===== config.mk =====
export PLATFORM = sky130hd
export DESIGN_NAME = refclk_frac_div
export DESIGN_NICKNAME = d
export VERILOG_FILES = /design/src/rtl/refclk_pkg.sv /design/src/rtl/refclk_src_mux.sv /design/src/rtl/refclk_regs.sv /design/src/rtl/refclk_core.sv /design/src/rtl/refclk_frac_div.sv
export SDC_FILE = /design/constraint.sdc
export NUM_CORES = 1
export LEC_CHECK = 0
export CORE_UTILIZATION = 40
export CTS_CLUSTER_SIZE = 25
export DETAILED_ROUTE_END_ITERATION = 12
export HOLD_SLACK_MARGIN = 0.1
export PLACE_DENSITY_LB_ADDON = 0.08
export SETUP_SLACK_MARGIN = 0.1
export SYNTH_ARGS = -nofsm -noshare
export SYNTH_HDL_FRONTEND = slang
export SYNTH_HIERARCHICAL = 1
export SYNTH_SLANG_ARGS = --single-unit

===== constraint.sdc =====
create_clock -name clk_i -period 5 [get_ports clk_i]
set_clock_uncertainty 0.1 [all_clocks]
set_input_delay 0.75 -clock clk_i [delete_from_list [all_inputs] [get_ports clk_i]]
set_output_delay 0.75 -clock clk_i [all_outputs]
set_load 0.005 [all_outputs]

===== src/rtl/refclk_pkg.sv =====
package refclk_pkg;
  localparam int SEL_W   = 4;
  localparam int INT_W   = 15;
  localparam int FRAC_W  = 9;
  localparam int ADDR_W  = 8;
  localparam int DATA_W  = 32;
  localparam logic [ADDR_W-1:0] CTRL_OFS = 8'h00;
  localparam logic [ADDR_W-1:0] TRIM_OFS = 8'h10;
  localparam int ACT_BIT = 8;
  localparam int SW_BIT  = 9;
  localparam int OE_BIT  = 12;
  localparam int ON_BIT  = 15;
  localparam int N_LO    = 16;
  localparam int M_LO    = 23;
endpackage


===== src/rtl/refclk_src_mux.sv =====
module refclk_src_mux
  import refclk_pkg::*;
#(
  parameter int NSRC = 12
) (
  input  logic [NSRC-1:0]  src_i,
  input  logic [SEL_W-1:0] sel_i,
  output logic             tick_o
);
  logic [NSRC-1:0] hit;

  for (genvar g = 0; g < NSRC; g++) begin : g_hit
    assign hit[g] = (sel_i == SEL_W'(g)) & src_i[g];
  end

  assign tick_o = |hit;
endmodule


===== src/rtl/refclk_regs.sv =====
module refclk_regs
  import refclk_pkg::*;
(
  input  logic              clk_i,
  input  logic              rst_ni,
  input  logic              we_i,
  input  logic [ADDR_W-1:0] addr_i,
  input  logic [DATA_W-1:0] wdata_i,
  input  logic              active_i,
  input  logic              sw_done_i,
  output logic [SEL_W-1:0]  sel_o,
  output logic              on_o,
  output logic              oe_o,
  output logic              req_o,
  output logic [INT_W-1:0]  stg_n_o,
  output logic [FRAC_W-1:0] stg_m_o,
  output logic [DATA_W-1:0] rdata_o
);
  logic ctrl_wr, trim_wr, req_set;
  logic unused_wbits;

  assign ctrl_wr = we_i && (addr_i == CTRL_OFS);
  assign trim_wr = we_i && (addr_i == TRIM_OFS);
  assign req_set = ctrl_wr && wdata_i[SW_BIT];
  assign unused_wbits = ^{wdata_i[8:4], wdata_i[11:10], wdata_i[14:13]};

  always_ff @(posedge clk_i or negedge rst_ni) begin
    if (!rst_ni) begin
      sel_o   <= '0;
      on_o    <= 1'b0;
      oe_o    <= 1'b0;
      req_o   <= 1'b0;
      stg_n_o <= '0;
      stg_m_o <= '0;
    end else begin
      if (ctrl_wr) begin
        if (!active_i) sel_o <= wdata_i[SEL_W-1:0];
        on_o    <= wdata_i[ON_BIT];
        oe_o    <= wdata_i[OE_BIT];
        stg_n_o <= wdata_i[N_LO+INT_W-1:N_LO];
      end
      if (trim_wr) stg_m_o <= wdata_i[M_LO+FRAC_W-1:M_LO];
      req_o <= req_set || (req_o && !sw_done_i);
    end
  end

  always_comb begin
    rdata_o = '0;
    if (addr_i == CTRL_OFS) begin
      rdata_o[SEL_W-1:0]           = sel_o;
      rdata_o[ACT_BIT]             = active_i;
      rdata_o[SW_BIT]              = req_o;
      rdata_o[OE_BIT]              = oe_o;
      rdata_o[ON_BIT]              = on_o;
      rdata_o[N_LO+INT_W-1:N_LO]   = stg_n_o;
    end else if (addr_i == TRIM_OFS) begin
      rdata_o[M_LO+FRAC_W-1:M_LO]  = stg_m_o;
    end
  end

  // select frozen while running
  p_sel_locked_r6: assert property (@(posedge clk_i) disable iff (!rst_ni)
    active_i |=> $stable(sel_o));
  // request self-clears after transfer
  p_req_clear_r5: assert property (@(posedge clk_i) disable iff (!rst_ni)
    (sw_done_i && !req_set) |=> !req_o);
endmodule


===== src/rtl/refclk_core.sv =====
module refclk_core
  import refclk_pkg::*;
(
  input  logic              clk_i,
  input  logic              rst_ni,
  input  logic              tick_i,
  input  logic              on_i,
  input  logic              sw_req_i,
  input  logic [INT_W-1:0]  stg_n_i,
  input  logic [FRAC_W-1:0] stg_m_i,
  output logic              active_o,
  output logic              phase_o,
  output logic              sw_done_o
);
  logic              active_q, phase_q, ext_q;
  logic [INT_W-1:0]  n_q;
  logic [FRAC_W-1:0] m_q, acc_q;
  logic [INT_W:0]    cnt_q, last_cnt;
  logic [FRAC_W:0]   acc_sum;
  logic              pass, edge_hit;

  always_comb begin
    pass      = (n_q == '0);
    acc_sum   = {1'b0, acc_q} + {1'b0, m_q};
    last_cnt  = {1'b0, n_q} + {{INT_W{1'b0}}, ext_q} - {{INT_W{1'b0}}, 1'b1};
    edge_hit  = active_q && tick_i && (pass || (cnt_q == last_cnt));
    sw_done_o = sw_req_i && (!active_q || edge_hit);
  end

  always_ff @(posedge clk_i or negedge rst_ni) begin
    if (!rst_ni) begin
      active_q <= 1'b0;
      phase_q  <= 1'b0;
      ext_q    <= 1'b0;
      n_q      <= '0;
      m_q      <= '0;
      acc_q    <= '0;
      cnt_q    <= '0;
    end else begin
      if (sw_done_o) begin
        n_q <= stg_n_i;
        m_q <= stg_m_i;
      end
      if (!active_q) begin
        phase_q  <= 1'b0;
        cnt_q    <= '0;
        acc_q    <= '0;
        ext_q    <= 1'b0;
        active_q <= on_i;
      end else if (edge_hit) begin
        cnt_q <= '0;
        acc_q <= acc_sum[FRAC_W-1:0];
        ext_q <= acc_sum[FRAC_W];
        if (!on_i) begin
          active_q <= 1'b0;
          phase_q  <= 1'b0;
        end else begin
          phase_q <= pass | ~phase_q;
        end
      end else begin
        if (tick_i) cnt_q <= cnt_q + 1'b1;
        if (pass) phase_q <= 1'b0;
      end
    end
  end

  assign active_o = active_q;
  assign phase_o  = phase_q;

  // idle divider keeps its phase low
  p_idle_low_r7: assert property (@(posedge clk_i) disable iff (!rst_ni)
    !active_q |-> !phase_q);
  // tick count never passes the half-period length
  p_half_bound_r2: assert property (@(posedge clk_i) disable iff (!rst_ni)
    (active_q && !pass) |-> (cnt_q <= {1'b0, n_q}));
  // pass-through pulse follows every tick
  p_pass_pulse_r4: assert property (@(posedge clk_i) disable iff (!rst_ni)
    (active_q && pass && tick_i && on_i) |=> phase_q);
endmodule


===== src/rtl/refclk_frac_div.sv =====
module refclk_frac_div
  import refclk_pkg::*;
#(
  parameter int NSRC = 12
) (
  input  logic              clk_i,
  input  logic              rst_ni,
  input  logic [NSRC-1:0]   src_tick_i,
  input  logic              reg_we_i,
  input  logic [ADDR_W-1:0] reg_addr_i,
  input  logic [DATA_W-1:0] reg_wdata_i,
  output logic [DATA_W-1:0] reg_rdata_o,
  output logic              ref_o
);
  logic [SEL_W-1:0]  sel;
  logic              on, oe, req, tick, active, phase, sw_done;
  logic [INT_W-1:0]  stg_n;
  logic [FRAC_W-1:0] stg_m;

  refclk_regs u_regs (
    .clk_i     (clk_i),
    .rst_ni    (rst_ni),
    .we_i      (reg_we_i),
    .addr_i    (reg_addr_i),
    .wdata_i   (reg_wdata_i),
    .active_i  (active),
    .sw_done_i (sw_done),
    .sel_o     (sel),
    .on_o      (on),
    .oe_o      (oe),
    .req_o     (req),
    .stg_n_o   (stg_n),
    .stg_m_o   (stg_m),
    .rdata_o   (reg_rdata_o)
  );

  refclk_src_mux #(.NSRC(NSRC)) u_mux (
    .src_i  (src_tick_i),
    .sel_i  (sel),
    .tick_o (tick)
  );

  refclk_core u_core (
    .clk_i     (clk_i),
    .rst_ni    (rst_ni),
    .tick_i    (tick),
    .on_i      (on),
    .sw_req_i  (req),
    .stg_n_i   (stg_n),
    .stg_m_i   (stg_m),
    .active_o  (active),
    .phase_o   (phase),
    .sw_done_o (sw_done)
  );

  assign ref_o = phase & oe;
endmodule


==> metrics.md <==
| Metric | Value |
|---|---|
| DP HPWL | `between 8 and 9 mm` |
| Slew margin rel. | `between 30% and 40%` |
| Critical Path Most Common Cell | `ha_1` |
| Worst-path cell chain | `inv_1 > ha_1 > ha_1 > nor3b_2 > nand3_1 > o31a_1 > a221oi_1 > o211ai_1 > o211ai_2 > and2_4 > mux2_1` |
| Vias per cell | `roughly 5.2` |
| Final GP Congestion | `around 0.8` |
| Distinct cells, synth | `64` |
| Clk sinks | `a little over 80` |
| Vias in the first global route | `3584` |
| Synth Warn # | `6` |
| Actual slew at the worst max-slew pin | `0.9256 ns` |
| WL per Instance | `~16 microns` |
| PostCTS Resize Cnt | `0` |
| Final period utilization | `73.59%` |
| Commonest non-fill, non-tap cells in the layout | `dfrtp_1 (83), clkdlybuf4s50_1 (69), nor2_1 (38), nand2_1 (35), mux2_4 (26)` |
| Final hold violations | `0` |
| Area Growth Syn to Fin | `20.89%` |
| CP max stage delay | `between 0.4 and 0.5 ns` |
| Setup Viol. Count Final | `0` |
| H-tree Lvls | `3` |
| Largest net degree at the start of global routing | `52` |
| First-pass detailed-route iteration total | `4` |
| Leak | `~2.7 nW` |
| CTS buffer count | `9` |
| Wirelength, routed | `11.16 mm` |
| I/O Pins | `a little under 90` |
| Initial DRC Count | `170` |
| First-pass GRT wire length | `around 18 mm` |
| N_diodes | `0` |
| Die height | `about 110 microns` |
| Fin Setup TNS | `0 ns` |
| Async SR Flop Fraction | `100.0%` |
| PwrDens | `between 200 and 300 nW/um^2` |
| Max-cap viol count | `0` |
| Nets@finish | `584` |
| Arrival @ worst endpoint | `roughly 3.8 ns` |
| CTS max path bufs | `2` |
| Initial antenna violation count | `0` |
| Synth Area per Inst | `between 10 and 15 sq um` |
| Synthesized flop and latch total | `83` |
| RSZ-0062 raised after global routing | `no` |
| CTS tree | `done` |
| Area of placed instances | `5708 sq um` |
| VDD IR max | `0.1638 mV` |
| Ratio of cells with drive above 1 in the final layout | `14.59%` |
| Die area | `12850 sq um` |
| DRT antenna net count | `0` |
| Num rows | `40` |
| GRT Util Overall | `18.86%` |
| Slew Limit Fails | `0` |
| Crit path time final | `3.679 ns` |
| Initial core utilization | `between 40% and 50%` |
| Crit Path Max Fanout | `25` |
| Post-CTS setup buffers | `0` |
| Synthesized area | `4960 sq um` |
| CP Capture Type | `flip-flop` |
| Port buffer count | `70` |
| Drt drc | `0` |
| CP Launch Type | `flip-flop` |
| Ys flop type | `dfrtp_1` |
| # hold bufs at CTS | `0` |
| Worst setup path class | `flip-flop to flip-flop` |
| Worst Path Buf+Inv | `1` |
| Min-Delay Path Class | `input port to async pin` |
| Fmax | `0.2718 GHz` |
| Most common cell after layout, fill and taps aside | `dfrtp_1` |
| Routed via count | `between 3000 and 4000` |
| Clock transition at path regs | `about 0.06 ns` |
| R2R setup slack | `1.32 ns` |
| Skew-Pair Late Insertion Delay | `0.34 ns` |
| CP max-delay cell | `and2_4` |
| Die X | `between 100 and 150 microns` |
| Post-route cell area | `approximately 6000 sq um` |
| Root Driver | `clkbuf_16` |
| Core area | `about 12000 sq um` |
| Grt ovf | `0` |
| Sequential-to-total area share from yosys stat | `roughly two fifths` |
| Status | `completed` |
| Synth Instances | `between 400 and 500` |
| Pwr Total | `between 1.5 and 2 mW` |
| Critical path's top delay family | `simple AND/OR/NAND/NOR gates` |
| EDFF count, synth | `0` |
| Req. time, crit path | `5.11 ns` |
==> worst paths after layout <==
check / from / end / depth (start not counted)
worst max-delay path: u_core/ext_q$_DFFE_PN0P_ / u_core/n_q[12]$_DFFE_PN0P_ / 11
worst min-delay path: rst_ni / u_core/cnt_q[5]$_DFFE_PN0P_ / 1
worst max register to register: u_core/ext_q$_DFFE_PN0P_ / u_core/n_q[12]$_DFFE_PN0P_ / 11
worst min register to register: u_core/m_q[2]$_DFFE_PN0P_ / u_core/m_q[2]$_DFFE_PN0P_ / 1
max in group asynchronous: rst_ni / u_regs/on_o$_DFFE_PN0P_ / 2
min in group clk_i: u_core/m_q[2]$_DFFE_PN0P_ / u_core/m_q[2]$_DFFE_PN0P_ / 1
==> registers in the layout, indices dropped and copies added, names as in the netlist, 4 cells and up <==
register and cells:
u_regs/stg_n_o 15, u_core/m_q 9, u_core/cnt_q 16, u_core/n_q 15, u_regs/sel_o 4, u_core/acc_q 9, u_regs/stg_m_o 9
==> where the power goes <==
part           internal (mW)  total (mW)  switching, mW
clock                  0.387       0.650          0.262
combinational          0.165       0.337          0.172
sequential             0.698       0.742         0.0448
total                   1.25        1.73          0.479
==> layout make-up <==
cell class                 count  area [sq um]
multi-input combinational    338          2651
clock inverter                 4         51.30
fill                        1117          6066
tap                          168         210.2
sequential                    83          2077
timing repair buffer          75         735.7
inverter                       9         33.78
clock buffer                  12         236.5
==> kinds of logic (layout without fill, tap and decap cells) <==
family | after synthesis | after routing | share of synthesized area [%]
fa+ha+maj | 13 | 13 | 3.431
xor+xnor | 40 | 40 | 7.063
compound gates | 47 | 47 | 6.256
flops | 83 | 83 | 41.88
simple gates | 163 | 163 | 18.26
buf+inv | 40 | 100 | 5.196
mux | 67 | 67 | 17.84
other cells | 1 | 8 | 0.07561
==> synth_stat cells, types with 2 or more instances <==
cell | n | area share, %
a21boi_0 | 3 | 0.45
o21ai_1 | 6 | 0.61
nor4_4 | 2 | 0.86
mux4_1 | 3 | 1.6
buf_2 | 3 | 0.30
nand3b_1 | 2 | 0.30
nand4_1 | 8 | 1.0
mux2_2 | 21 | 4.8
a21o_1 | 2 | 0.30
o211ai_1 | 2 | 0.30
or4_1 | 2 | 0.30
nor3_1 | 11 | 1.1
clkbuf_1 | 11 | 0.83
and4_1 | 2 | 0.35
a31oi_1 | 4 | 0.50
ha_1 | 12 | 3.0
o21ai_0 | 12 | 1.2
nand2_1 | 35 | 2.6
inv_1 | 9 | 0.68
nand4b_1 | 2 | 0.35
buf_6 | 3 | 0.68
a21oi_1 | 6 | 0.61
nor4_1 | 5 | 0.63
nor2_1 | 38 | 2.9
mux2_4 | 26 | 7.9
buf_12 | 2 | 0.81
dfrtp_1 | 83 | 42
mux2_1 | 7 | 1.6
mux2i_1 | 10 | 2.0
buf_4 | 10 | 1.5
nand3_1 | 17 | 1.7
o41ai_1 | 2 | 0.35
xnor2_1 | 22 | 3.9
xor2_1 | 18 | 3.2
nor2b_1 | 6 | 0.76
and3_1 | 19 | 2.4
==> through the flow <==
step	hold slack, ns	cells	setup slack (ns)	utilization, %
global placement	0.3851	673	1.005	47.32
floorplan	0.3544	461	1.876	-
CTS	0.3710	689	1.301	49.71
detailed placement	0.3891	673	1.024	47.32
global route	0.4056	689	1.096	49.71
finish	0.3460	689	1.321	49.71
==> metal layers <==
layer | up-vias | share of wire (%) | GRT usage, %
li1 | 1731 | - | -
met1 | 1746 | 48 | 25.29
met2 | 67 | 48 | 30.67
met3 | 6 | 3.1 | 3.053
met4 | 0 | 0.73 | 7.105
met5 | - | 0 | 0
No activity file was read; power rests on OpenSTA's default activity.
